### config.mk
export PLATFORM = sky130hd
export DESIGN_NAME = bus_beat_sequencer
export DESIGN_NICKNAME = d
export VERILOG_FILES = /design/src/rtl/bbs_pkg.sv /design/src/rtl/bbs_beat_plan.sv /design/src/rtl/bbs_lane_mask.sv /design/src/rtl/bus_beat_sequencer.sv
export SDC_FILE = /design/constraint.sdc
export NUM_CORES = 1
export LEC_CHECK = 0
export ABC_AREA = 1
export BUFFER_PORTS_ARGS = -buffer_cell sky130_fd_sc_hd__buf_2
export CORE_MARGIN = 2
export CORE_UTILIZATION = 40
export DETAILED_ROUTE_END_ITERATION = 12
export PLACE_DENSITY = 0.74
export RECOVER_POWER = 50
export SLEW_MARGIN = 20
export SYNTH_ARGS = -nofsm -noshare
export SYNTH_HDL_FRONTEND = slang
export SYNTH_SLANG_ARGS = --single-unit
export TNS_END_PERCENT = 20
### constraint.sdc
create_clock -name clk -period 1.6 [get_ports clk]
set_input_delay 0.08 -clock clk [delete_from_list [all_inputs] [get_ports clk]]
set_output_delay 0.08 -clock clk [all_outputs]
set_load 0.01 [all_outputs]
### src/rtl/bbs_pkg.sv
package bbs_pkg;

    typedef enum logic [1:0] {
        SZ_BYTE = 2'b00,
        SZ_WORD = 2'b01,
        SZ_LONG = 2'b10,
        SZ_LINE = 2'b11
    } xfer_size_e;

    typedef enum logic [1:0] {
        PORT_32  = 2'b00,
        PORT_8   = 2'b01,
        PORT_16  = 2'b10,
        PORT_RSV = 2'b11
    } port_size_e;

    typedef enum logic {
        ST_IDLE = 1'b0,
        ST_BEAT = 1'b1
    } seq_state_e;

endpackage

### src/rtl/bbs_beat_plan.sv
module bbs_beat_plan
    import bbs_pkg::*;
#(
    parameter int LANES      = 4,
    parameter int LINE_BYTES = 16,
    localparam int LO_W      = $clog2(LANES),
    localparam int STEP_W    = LO_W + 1,
    localparam int CNT_W     = $clog2(LINE_BYTES) + 1,
    localparam int LG_W      = $clog2(CNT_W) + 1
) (
    input  logic [1:0]        size_i,
    input  logic [1:0]        port_i,
    input  logic [LO_W-1:0]   addr_lo_i,
    output logic [STEP_W-1:0] step_o,
    output logic [CNT_W-1:0]  beats_o,
    output logic              misaligned_o
);

    logic [LG_W-1:0] port_lg;
    logic [LG_W-1:0] total_lg;
    logic [LG_W-1:0] step_lg;

    always_comb begin
        case (port_size_e'(port_i))
            PORT_8:  port_lg = LG_W'(0);
            PORT_16: port_lg = LG_W'(1);
            default: port_lg = LG_W'(LO_W);
        endcase

        case (xfer_size_e'(size_i))
            SZ_BYTE: total_lg = LG_W'(0);
            SZ_WORD: total_lg = LG_W'(1);
            SZ_LONG: total_lg = LG_W'(LO_W);
            default: total_lg = LG_W'($clog2(LINE_BYTES));
        endcase

        step_lg = (port_lg < total_lg) ? port_lg : total_lg;
        step_o  = STEP_W'(1) << step_lg;
        beats_o = CNT_W'(1) << (total_lg - step_lg);

        case (xfer_size_e'(size_i))
            SZ_WORD: misaligned_o = addr_lo_i[0];
            SZ_LONG,
            SZ_LINE: misaligned_o = |addr_lo_i;
            default: misaligned_o = 1'b0;
        endcase
    end

endmodule

### src/rtl/bbs_lane_mask.sv
module bbs_lane_mask #(
    parameter int LANES   = 4,
    localparam int LO_W   = $clog2(LANES),
    localparam int STEP_W = LO_W + 1,
    localparam int EXT_W  = STEP_W + 1
) (
    input  logic              enable_i,
    input  logic [LO_W-1:0]   addr_lo_i,
    input  logic [STEP_W-1:0] step_i,
    output logic [LANES-1:0]  be_n_o
);

    logic [EXT_W-1:0] lo_ext;
    logic [EXT_W-1:0] hi_ext;

    assign lo_ext = EXT_W'(addr_lo_i);
    assign hi_ext = EXT_W'(addr_lo_i) + EXT_W'(step_i);

    for (genvar k = 0; k < LANES; k++) begin : g_lane
        logic covered;
        assign covered   = (EXT_W'(k) >= lo_ext) && (EXT_W'(k) < hi_ext);
        assign be_n_o[k] = ~(enable_i & covered);
    end

endmodule

### src/rtl/bus_beat_sequencer.sv
module bus_beat_sequencer
    import bbs_pkg::*;
#(
    parameter int ADDR_W     = 23,
    parameter int LANES      = 4,
    parameter int LINE_BYTES = 16
) (
    input  logic              clk,
    input  logic              rst_n,
    input  logic              req_valid,
    output logic              req_ready,
    input  logic [ADDR_W-1:0] req_addr,
    input  logic [1:0]        req_size,
    input  logic              req_write,
    input  logic [1:0]        port_size,
    output logic [ADDR_W-1:0] bus_addr,
    output logic [LANES-1:0]  bus_be_n,
    output logic              bus_write,
    output logic              bus_active,
    output logic              bus_last,
    input  logic              bus_ack,
    output logic              xfer_done,
    output logic              xfer_err
);

    localparam int LO_W   = $clog2(LANES);
    localparam int STEP_W = LO_W + 1;
    localparam int OFS_W  = $clog2(LINE_BYTES);
    localparam int CNT_W  = OFS_W + 1;

    typedef struct packed {
        seq_state_e        st;
        logic [ADDR_W-1:0] addr;
        logic [STEP_W-1:0] step;
        logic [CNT_W-1:0]  left;
        logic              wr;
        logic              done;
        logic              err;
    } seq_t;

    seq_t seq_d, seq_q;

    logic [STEP_W-1:0] plan_step;
    logic [CNT_W-1:0]  plan_beats;
    logic              plan_mis;

    bbs_beat_plan #(
        .LANES      (LANES),
        .LINE_BYTES (LINE_BYTES)
    ) u_plan (
        .size_i       (req_size),
        .port_i       (port_size),
        .addr_lo_i    (req_addr[LO_W-1:0]),
        .step_o       (plan_step),
        .beats_o      (plan_beats),
        .misaligned_o (plan_mis)
    );

    // Next-state logic
    always_comb begin
        seq_d      = seq_q;
        seq_d.done = 1'b0;
        seq_d.err  = 1'b0;
        case (seq_q.st)
            ST_IDLE: begin
                if (req_valid) begin
                    if (plan_mis) begin
                        seq_d.err = 1'b1;
                    end else begin
                        seq_d.st   = ST_BEAT;
                        seq_d.addr = req_addr;
                        seq_d.step = plan_step;
                        seq_d.left = plan_beats;
                        seq_d.wr   = req_write;
                    end
                end
            end
            default: begin
                if (bus_ack) begin
                    if (seq_q.left == CNT_W'(1)) begin
                        seq_d.st   = ST_IDLE;
                        seq_d.done = 1'b1;
                    end else begin
                        // only the in-line offset moves; it wraps inside the block
                        seq_d.addr[OFS_W-1:0] = seq_q.addr[OFS_W-1:0] + OFS_W'(seq_q.step);
                        seq_d.left            = seq_q.left - CNT_W'(1);
                    end
                end
            end
        endcase
    end

    always_ff @(posedge clk or negedge rst_n) begin
        if (!rst_n) begin
            seq_q <= '{st: ST_IDLE, addr: '0, step: '0, left: '0,
                       wr: 1'b0, done: 1'b0, err: 1'b0};
        end else begin
            seq_q <= seq_d;
        end
    end

    assign req_ready  = (seq_q.st == ST_IDLE);
    assign bus_active = (seq_q.st == ST_BEAT);
    assign bus_last   = bus_active && (seq_q.left == CNT_W'(1));
    assign bus_addr   = seq_q.addr;
    assign bus_write  = seq_q.wr;
    assign xfer_done  = seq_q.done;
    assign xfer_err   = seq_q.err;

    bbs_lane_mask #(
        .LANES (LANES)
    ) u_lanes (
        .enable_i  (bus_active),
        .addr_lo_i (seq_q.addr[LO_W-1:0]),
        .step_i    (seq_q.step),
        .be_n_o    (bus_be_n)
    );

    // never ready while a beat is on the bus
    a_r2_busy_not_ready: assert property (@(posedge clk) disable iff (!rst_n)
        bus_active |-> !req_ready);

    // beat held until acknowledged
    a_r4_hold_without_ack: assert property (@(posedge clk) disable iff (!rst_n)
        (bus_active && !bus_ack) |=> (bus_active && $stable(bus_addr) && $stable(bus_be_n)));

    // upper address bits fixed across a beat advance
    a_r5_upper_fixed: assert property (@(posedge clk) disable iff (!rst_n)
        (bus_active && bus_ack && !bus_last) |=>
            (bus_addr[ADDR_W-1:OFS_W] == $past(bus_addr[ADDR_W-1:OFS_W])));

    // strobes quiet when idle, at least one lane when active
    a_r6_strobe_idle: assert property (@(posedge clk) disable iff (!rst_n)
        !bus_active |-> (bus_be_n == {LANES{1'b1}}));
    a_r6_strobe_active: assert property (@(posedge clk) disable iff (!rst_n)
        bus_active |-> (bus_be_n != {LANES{1'b1}}));

    // final acknowledge ends the transfer with a done pulse
    a_r7_done_after_last: assert property (@(posedge clk) disable iff (!rst_n)
        (bus_active && bus_ack && bus_last) |=> (xfer_done && !bus_active));
    a_r7_done_single: assert property (@(posedge clk) disable iff (!rst_n)
        xfer_done |=> !xfer_done);

    // an error never coincides with beats or completion
    a_r8_err_no_beat: assert property (@(posedge clk) disable iff (!rst_n)
        xfer_err |-> (!bus_active && !xfer_done));

    // direction stable within a transfer
    a_r9_write_stable: assert property (@(posedge clk) disable iff (!rst_n)
        (bus_active && !(bus_ack && bus_last)) |=> $stable(bus_write));

endmodule

==> run metrics <==
Tot GR Track Use=0.190; utilization after layout=0.549; first-pass GRT wire length=8870 um; post-layout net count=386; DRT Pass-1 Iters=4; critical path type=flop to output pin; Antenna Nets Post-Route=0; worst skew pair latency=0.29 ns; failing checks=setup timing; commonest non-fill, non-tap cell in the layout=nand2_1; YS warnings=0; TritonCTS clock tree=built; f_max=around 0.52 GHz; post-route clock period utilization=1.21; maximum vdd drop=0.000500 V; Worst Path Max Fanout=3; status=finished with violations; row cnt=26; routed vias/inst=about 4.6; r2r worst-path depth=7; non-filler instance count after layout=416; Slew HR=0.338; H-Tree Depth=2; PD cells=around 1500 nW/um^2; startpoint types=flop; worst hold path stage count=3; Seq pwr share=0.349; setup slack at placement=-0.226 ns; proportion of layout cells with a drive suffix above 1=0.289; WL/cell=12.2 um; area of the mapped netlist=2070 um^2; sequential share of the synthesized area=0.423; Post-DP HPWL=3420 um; Least-Margin Pin Slew=0.993 ns; Required @ worst endpoint=~1.5 ns; Min-Delay Path Class=input pin to flop; cells after synthesis=266; Lkg Pwr=roughly 1.5 nW; Final Critical Period=slightly below 2 ns; Fin. Hold Viols=0; Initial Utilization=0.410; P_sw=1.51 mW; routed vias=approximately 1,900; Post-Syn Nets=307; Sw Ratio=0.364; die height=between 70 and 80 um; Fill cells=470; power share of the combinational group=0.423; Clk network pwr share=0.228; Syn Area/Cell=7.78 um^2; core area=5040 um^2; Synth cell types=27; area delta synth->final=33.8%; synthesized flop and latch total=35; final wirelength=5060 um; most frequent cells in the layout=95 x nand2_1, 50 x buf_2, 35 x dfrtp_1; Final GP Congestion=0.856; CTS root buffer=clkbuf_8; grt ovf=0; # port buffers=64; Die Area=5760 um^2; internal power=approximately 2.6 mW; num ports=65; die extent in x=75.9 um; Sink Count=35; largest net degree at the start of global routing=21; vias in the first global route=between 2,000 and 2,500; RSZ-0062 raised after global routing=true; Slew Limit Fails=0; Residual DRC=0; clock transition at the registers of the reported paths=0.07 ns; Clock Skews=0.00536 ns; antenna violations before repair=0; Longest Clk Path Bufs=2; Final Setup Violations=4; maxcap violations=0; n_diodes=0; DR iter-0 viols=71; CP Capture Type=output pin; Crit path arrival time=1.85 ns; Placed Cells=384; fin worst setup slack=-0.332 ns; number of buffers created by CTS=5
==> synthesized netlist by cell type <==
cell type	n	area, um^2
nand2_1	97	364
dfrtp_1	35	876
buf_4	25	188
inv_1	19	71.3
nor2_1	17	63.8
a21oi_1	16	80.1
nand3_1	14	70.1
ha_1	8	100
nand2_2	4	25.0
inv_2	3	11.3
nor2_2	3	18.8
o211ai_1	3	22.5
o21ai_0	3	15.0
or2_2	3	18.8
buf_6	2	22.5
nand3b_1	2	15.0
nor3_1	2	10.0
a21boi_0	1	7.51
a21boi_1	1	7.51
buf_2	1	5.00
clkbuf_1	1	3.75
fa_1	1	20.0
nand2_8	1	20.0
nand3_2	1	10.0
o21ai_1	1	5.00
o21ai_2	1	8.76
xor2_1	1	8.76
==> timing repair <==
action                                  4_1_cts  5_1_grt
setup buffers                                 1        2
endpoints found under the setup margin        4       11
resized for setup                             7        4
hold endpoints to repair                     37        0
hold buffers                                 21        0
pin swaps                                     0        0
==> state kept, by name, summed over array words and instances, names as in the netlist <==
name,count
bus_active,1
xfer_err,1
bus_write,1
seq_q,8
bus_addr,23
xfer_done,1
==> worst max-delay path, stage by stage (launching register included) <==
cell and delay [ns]:
dfrtp_1 0.36, ha_2 0.20, inv_2 0.04, fa_2 0.35, inv_2 0.08, nand3_2 0.08
o21ai_2 0.10, nand2_1 0.09, o21ai_1 0.12, buf_2 0.15
==> cells by family (layout without fill, tap and decap cells) <==
kind of cell,Yosys count,after routing,synth area share
XOR/XNOR,1,1,0.00424
adder cells (fa/ha/maj),9,9,0.0581
buffers and inverters,51,131,0.146
flip-flops,35,35,0.423
AO/OA/AOI/OAI,26,26,0.0708
AND/OR/NAND/NOR,144,144,0.298
==> cell type report <==
type | instances | area, um^2 | share of cell area
tap | 70 | 87.6 | 0.0316
clock inverter | 2 | 60.1 | 0.0217
inverter | 22 | 82.6 | 0.0298
multi-input combinational | 180 | 943 | 0.341
clock buffer | 6 | 72.6 | 0.0262
sequential | 35 | 876 | 0.316
timing repair buffer | 101 | 646 | 0.233
==> stage by stage <==
stage	hold WS [ns]	total power [mW]	TNS, ns	cell area [um^2]
final	0.0227	4.16	-1.12	2770
after global routing	0.0183	4.49	-2.23	2770
after CTS	0.0116	4.17	-1.11	2760
after detailed placement	0.0529	3.11	-1.48	2400
after global placement	0.0551	3.06	-0.653	2400
after floorplan	-0.216	2.74	-0.0126	2090
==> final timing paths <==
path                            slack, ns   startpoint     endpoint
worst max register to register       0.02     seq_q[8]  bus_addr[2]
max in group asynchronous            0.21        rst_n  bus_addr[3]
worst max-delay path                -0.33     seq_q[8]  bus_be_n[0]
worst min register to register       0.48  bus_addr[6]  bus_addr[6]
worst min-delay path                 0.02  req_addr[3]  bus_addr[3]
min in group asynchronous            0.48        rst_n  bus_addr[9]
==> layer usage <==
metal  GRT usage  share of wire
met1       0.210           0.42
met4      0.0691          0.021
met3      0.0476          0.035
met2       0.352           0.53
met5           0              0
==> power groups by stage <==
| stage | Combinational (mW) | Clock (mW) | Sequential [mW] |
|---|---|---|---|
| finish | 1.76 | 0.947 | 1.45 |
| global route | 1.98 | 1.01 | 1.50 |
| CTS | 1.75 | 0.975 | 1.44 |
| detailed placement | 1.67 | 0 | 1.44 |
| global placement | 1.62 | 0 | 1.44 |
| floorplan | 1.32 | 0 | 1.42 |
Note: power is estimated with default switching activity, not from simulation.
